**config.mk**
```make
export PLATFORM = sky130hd
export DESIGN_NAME = cnt_inhibit_alias
export DESIGN_NICKNAME = d
export VERILOG_FILES = /design/src/rtl/cia_pkg.sv /design/src/rtl/cia_access_check.sv /design/src/rtl/cia_merge.sv /design/src/rtl/cnt_inhibit_alias.sv
export SDC_FILE = /design/constraint.sdc
export NUM_CORES = 1
export LEC_CHECK = 0
export ABC_AREA = 1
export ABC_CLOCK_PERIOD_IN_PS = 1630
export BUFFER_PORTS_ARGS = -buffer_cell sky130_fd_sc_hd__buf_2
export CAP_MARGIN = 20
export CORE_MARGIN = 4
export CORE_UTILIZATION = 42
export CTS_CLUSTER_DIAMETER = 60
export CTS_CLUSTER_SIZE = 20
export DETAILED_ROUTE_END_ITERATION = 8
export PLACE_DENSITY_LB_ADDON = 0.05
export SLEW_MARGIN = 20
export SYNTH_ARGS = -nofsm -noshare
export SYNTH_HDL_FRONTEND = slang
export SYNTH_SLANG_ARGS = --single-unit
```
**constraint.sdc**
```tcl
create_clock -name clk -period 1.63 [get_ports clk]
set_clock_uncertainty 0.15 [all_clocks]
set_input_delay 0.0815 -clock clk [delete_from_list [all_inputs] [get_ports clk]]
set_output_delay 0.0815 -clock clk [all_outputs]
set_load 0.1 [all_outputs]
```
**src/rtl/cia_pkg.sv**
```systemverilog
package cia_pkg;
  typedef enum logic [1:0] {
    OP_READ  = 2'd0,
    OP_WRITE = 2'd1,
    OP_SET   = 2'd2,
    OP_CLEAR = 2'd3
  } csr_op_e;

  localparam logic [1:0] PRIV_U = 2'd0;
  localparam logic [1:0] PRIV_S = 2'd1;
  localparam logic [1:0] PRIV_M = 2'd3;
endpackage

```
**src/rtl/cia_access_check.sv**
```systemverilog
module cia_access_check #(
  parameter int ADDR_W = 12,
  parameter logic [ADDR_W-1:0] ALIAS_ADDR = 12'h120
) (
  input  logic              clk,
  input  logic              rst,
  input  logic              valid,
  input  logic [ADDR_W-1:0] addr,
  input  logic [1:0]        priv,
  input  logic              virt,
  input  logic              deleg_en,
  output logic              hit,
  output logic              grant,
  output logic              illegal,
  output logic              virt_fault
);
  import cia_pkg::*;

  logic priv_ok;

  always_comb begin
    hit        = valid && (addr == ALIAS_ADDR);
    priv_ok    = (priv == PRIV_S) || (priv == PRIV_M);
    illegal    = 1'b0;
    virt_fault = 1'b0;
    grant      = 1'b0;
    if (hit) begin
      if (!deleg_en)      illegal    = 1'b1;
      else if (virt)      virt_fault = 1'b1;
      else if (!priv_ok)  illegal    = 1'b1;
      else                grant      = 1'b1;
    end
  end

  // no error and no grant without an address hit
  assert_no_err_off_addr_R1: assert property (@(posedge clk) disable iff (rst)
    !hit |-> !(illegal || virt_fault || grant));
  // at most one outcome per decoded request
  assert_one_outcome_R4: assert property (@(posedge clk) disable iff (rst)
    $countones({illegal, virt_fault, grant}) <= 1);
  // virtual fault only when delegation is enabled
  assert_vfault_needs_deleg_R5: assert property (@(posedge clk) disable iff (rst)
    virt_fault |-> deleg_en && virt);
endmodule

```
**src/rtl/cia_merge.sv**
```systemverilog
module cia_merge #(
  parameter int NCNT = 32
) (
  input  logic [NCNT-1:0] cur,
  input  logic [NCNT-1:0] wdata,
  input  logic [NCNT-1:0] mask,
  input  logic [1:0]      op,
  output logic [NCNT-1:0] nxt,
  output logic            upd
);
  import cia_pkg::*;

  csr_op_e op_e;
  assign op_e = csr_op_e'(op);
  assign upd  = (op_e != OP_READ);

  for (genvar i = 0; i < NCNT; i++) begin : g_bit
    logic nb;
    always_comb begin
      case (op_e)
        OP_WRITE: nb = wdata[i];
        OP_SET:   nb = cur[i] | wdata[i];
        OP_CLEAR: nb = cur[i] & ~wdata[i];
        default:  nb = cur[i];
      endcase
    end
    assign nxt[i] = mask[i] ? nb : cur[i];
  end
endmodule

```
**src/rtl/cnt_inhibit_alias.sv**
```systemverilog
module cnt_inhibit_alias #(
  parameter int NCNT = 32,
  parameter int ADDR_W = 12,
  parameter logic [ADDR_W-1:0] ALIAS_ADDR = 12'h120
) (
  input  logic              clk,
  input  logic              rst,
  input  logic              csr_valid,
  input  logic [ADDR_W-1:0] csr_addr,
  input  logic [1:0]        csr_op,
  input  logic [NCNT-1:0]   csr_wdata,
  input  logic [1:0]        priv,
  input  logic              virt,
  input  logic              deleg_en,
  input  logic [NCNT-1:0]   cnt_en,
  input  logic              mwr_en,
  input  logic [NCNT-1:0]   mwr_data,
  output logic              hit,
  output logic [NCNT-1:0]   rdata,
  output logic              illegal,
  output logic              virt_fault,
  output logic [NCNT-1:0]   minhibit
);
  logic            grant;
  logic            upd;
  logic [NCNT-1:0] merged;
  logic [NCNT-1:0] inh_q;

  cia_access_check #(.ADDR_W(ADDR_W), .ALIAS_ADDR(ALIAS_ADDR)) u_chk (
    .clk(clk), .rst(rst), .valid(csr_valid), .addr(csr_addr), .priv(priv),
    .virt(virt), .deleg_en(deleg_en), .hit(hit), .grant(grant),
    .illegal(illegal), .virt_fault(virt_fault)
  );

  cia_merge #(.NCNT(NCNT)) u_merge (
    .cur(inh_q), .wdata(csr_wdata), .mask(cnt_en), .op(csr_op),
    .nxt(merged), .upd(upd)
  );

  always_ff @(posedge clk) begin
    if (rst)                inh_q <= '0;
    else if (mwr_en)        inh_q <= mwr_data;
    else if (grant && upd)  inh_q <= merged;
  end

  assign rdata    = grant ? (inh_q & cnt_en) : '0;
  assign minhibit = inh_q;

  // read data never exposes a non-delegated bit
  assert_rdata_masked_R2: assert property (@(posedge clk) disable iff (rst)
    (rdata & ~cnt_en) == '0);
  // non-delegated bits survive an alias update
  assert_nondeleg_kept_R3: assert property (@(posedge clk) disable iff (rst)
    (hit && !mwr_en) |=> ((minhibit & ~$past(cnt_en)) == ($past(minhibit) & ~$past(cnt_en))));
  // refused or missed requests leave the word unchanged
  assert_refused_stable_R4: assert property (@(posedge clk) disable iff (rst)
    (!mwr_en && !(hit && !illegal && !virt_fault)) |=> $stable(minhibit));
  // machine write loads the full word
  assert_mwrite_loads_R7: assert property (@(posedge clk) disable iff (rst)
    mwr_en |=> minhibit == $past(mwr_data));
endmodule

```
==> flow_metrics.tcl <==
set metrics [dict create \
    cts_root_buffer "clkbuf_8" \
    start_util_pct 44.0 \
    grt_usage_pct 26.5 \
    sw_frac_of_total_pct 43.5 \
    portBuffers 183 \
    rsz0062_at_grt "false" \
    cts_buffers 5 \
    drv_slew 0 \
    grt_pass1_wl_um 16400 \
    netlist_area_um2 2650 \
    period_share_pct 94.1 \
    power_frac_seq_pct 33.4 \
    htreeDepth 2 \
    drt_iter0_drc 151 \
    n_fill_cell 443 \
    hold_start "mwr_data[8]" \
    register_area_um2 681 \
    reg2reg_slack_ns 0.48 \
    drtAntennaViolNets 0 \
    synth_cell_types 20 \
    final_common_cell "buf_2" \
    total_power_uw 2760 \
    relSlewSlack_pct 66.8 \
    drcViolationCount 0 \
    pwr-share-clk_pct 23.4 \
    grt_max_degree 33 \
    vias 3869 \
    dr.pass1.iters 4 \
    holdPathEnd "minhibit[8]" \
    synthXorXnorAreaFrac_pct 0 \
    io_pins 185 \
    synthMuxAreaShare_pct 6.04 \
    hold_path_class "input pin to flip-flop" \
    syn2layout_area_growth_pct 83.9 \
    dp_hpwl_um 8010 \
    placementRows 28 \
    drive_above_1_share_pct 45.9 \
    holdPathStages 5 \
    r2r-end "minhibit[3]" \
    die_x_um 87.4 \
    core_um2 6030 \
    arrival_ns 1.30 \
    cp-start-kind "input pin" \
    synth_compound_area_share_pct 18.2 \
    largest_register_ffs 32 \
    drt_wl_total_um 10400 \
    cts.path.max_buffers 2 \
    path_max_fanout 8 \
    r2r-start "minhibit[3]" \
    ys_seq_area_share_pct 24.2 \
    wire_per_inst_um 14.2 \
    vias_per_cell 5.26 \
    setup_viol 0 \
    synth_seq_cells 32 \
    grt-ovfl-total 0 \
    power_switching_uw 1200 \
    period_needed_ns 1.53 \
    irDropWorstVdd_v 0.000464 \
    cts_tree "built" \
    tightest_slew_ns 0.501 \
    synth_fa_ha_area_share_pct 0 \
    tns_ns 0 \
    yosysWarnings 0 \
    multi_input_area_um2 2040 \
    comb_power_share_pct 43.2 \
    drv_cap 0 \
    clock_latency_ns 0.27 \
    power.density_nw_per_um2 566 \
    syn_nets 581 \
    grt_pass1_vias 3696 \
    final_cell_mix "buf_2 (148), nand2_1 (119), a21oi_1 (94)" \
    outcome "completed" \
    cp.required_ns 1.40 \
    power_leakage_uw 0.00230 \
    endpoint_kind "primary output" \
    gp_congestion 0.854 \
    post-route-cell-area_um2 4870 \
    path_clk_slew_ns 0.07 \
    reg2reg_depth 6 \
    synth-simple-area-share_pct 42.4 \
    fp.dieH_um 87.4 \
    cts_sinks 32 \
    antenna_found_initial 0 \
    synth_top_family_by_area "simple AND/OR/NAND/NOR gates" \
    synthCells 463 \
    syn_area_per_cell_um2 5.72 \
    max_freq_ghz 0.652 \
    hold_viol 0 \
    worst-setup-path-type "input pin to primary output" \
    die_area_um2 7640 \
    diodes 0 \
    placedInstanceArea_um2 4600 \
    finalNetCount 777 \
    cell_internal_pwr_uw 1560 \
]
[through the flow]
step	util (%)	cells	setup slack, ns	hold slack (ns)
after floorplan	-	463	-0.00685	0.112
after global placement	76.3	711	0.0380	0.248
after detailed placement	76.3	711	-0.00205	0.255
after CTS	80.4	734	0.0338	0.00326
after global routing	80.9	735	0.0119	0.0253
final	80.9	735	0.0968	0.00600
[how the worst max path moves through the flow]
stage,from,to,cells after the start
after floorplan,csr_addr[9],rdata[21],9
after global placement,csr_addr[9],rdata[13],11
after detailed placement,csr_addr[10],rdata[0],11
after CTS,csr_addr[10],rdata[0],11
after global routing,csr_addr[6],rdata[3],11
final,csr_addr[11],rdata[3],11
[power groups by stage]
stage	Combinational, µW	Clock [µW]	Sequential [µW]
after global routing	1280	707	932
after detailed placement	1160	0	938
final	1190	645	921
after CTS	1190	653	920
after floorplan	387	0	1380
after global placement	1130	0	934
[cells by family (layout without fill, tap and decap cells)]
family                 after synthesis  after routing
AO/OA/AOI/OAI                       96             96
AND/OR/NAND/NOR                    261            261
multiplexers                        16             16
buffers and inverters               58            255
flip-flops                          32             32
[synthesized netlist by cell type, drive strengths merged]
library cell	count	area share [%]
o21a	1	0.28
dfxtp	32	24
or2	17	4.0
inv	27	3.8
nor3b	1	0.71
nand3	34	6.4
and3	1	0.24
buf	20	3.7
clkbuf	11	1.6
nand2	121	17
nor2	71	10
a21oi	94	18
o21ai	1	0.19
mux2i	16	6.0
nand4	16	3.8
[cell type report]
class,instances,share of cell area [%]
clock inverters,2,0.205
well taps,75,1.93
clock buffers,6,1.69
repair buffers,220,38.3
multi-input cells,373,41.8
inverters,27,2.08
flip-flops and latches,32,14.0
[layer usage]
layer  routed length, µm  track usage, %  part of all wire (%)
met1                3760            29.2                    36
met2                5480            48.9                    53
met3                 927            6.05                   8.9
met4                 272            9.48                   2.6
met5                   0               0                     0
[critical path: stages]
cell and delay [ns]:
buf_2 0.10, inv_1 0.04, nand2_1 0.04, nor2_1 0.09, nand2_1 0.10, nor2_4 0.14, buf_6 0.14, nand2_8 0.07
buf_12 0.17, nor2_4 0.13, buf_12 0.18
[timing repair]
action | 4_1_cts | 5_1_grt
hold buffers | 15 | 0
endpoints found under the setup margin | 5 | 21
endpoints found under the hold margin | 15 | 0
resized for setup | 1 | 5
pin swaps | 0 | 3
buffers inserted | 0 | 1
No activity file was read; power rests on OpenSTA's default activity.
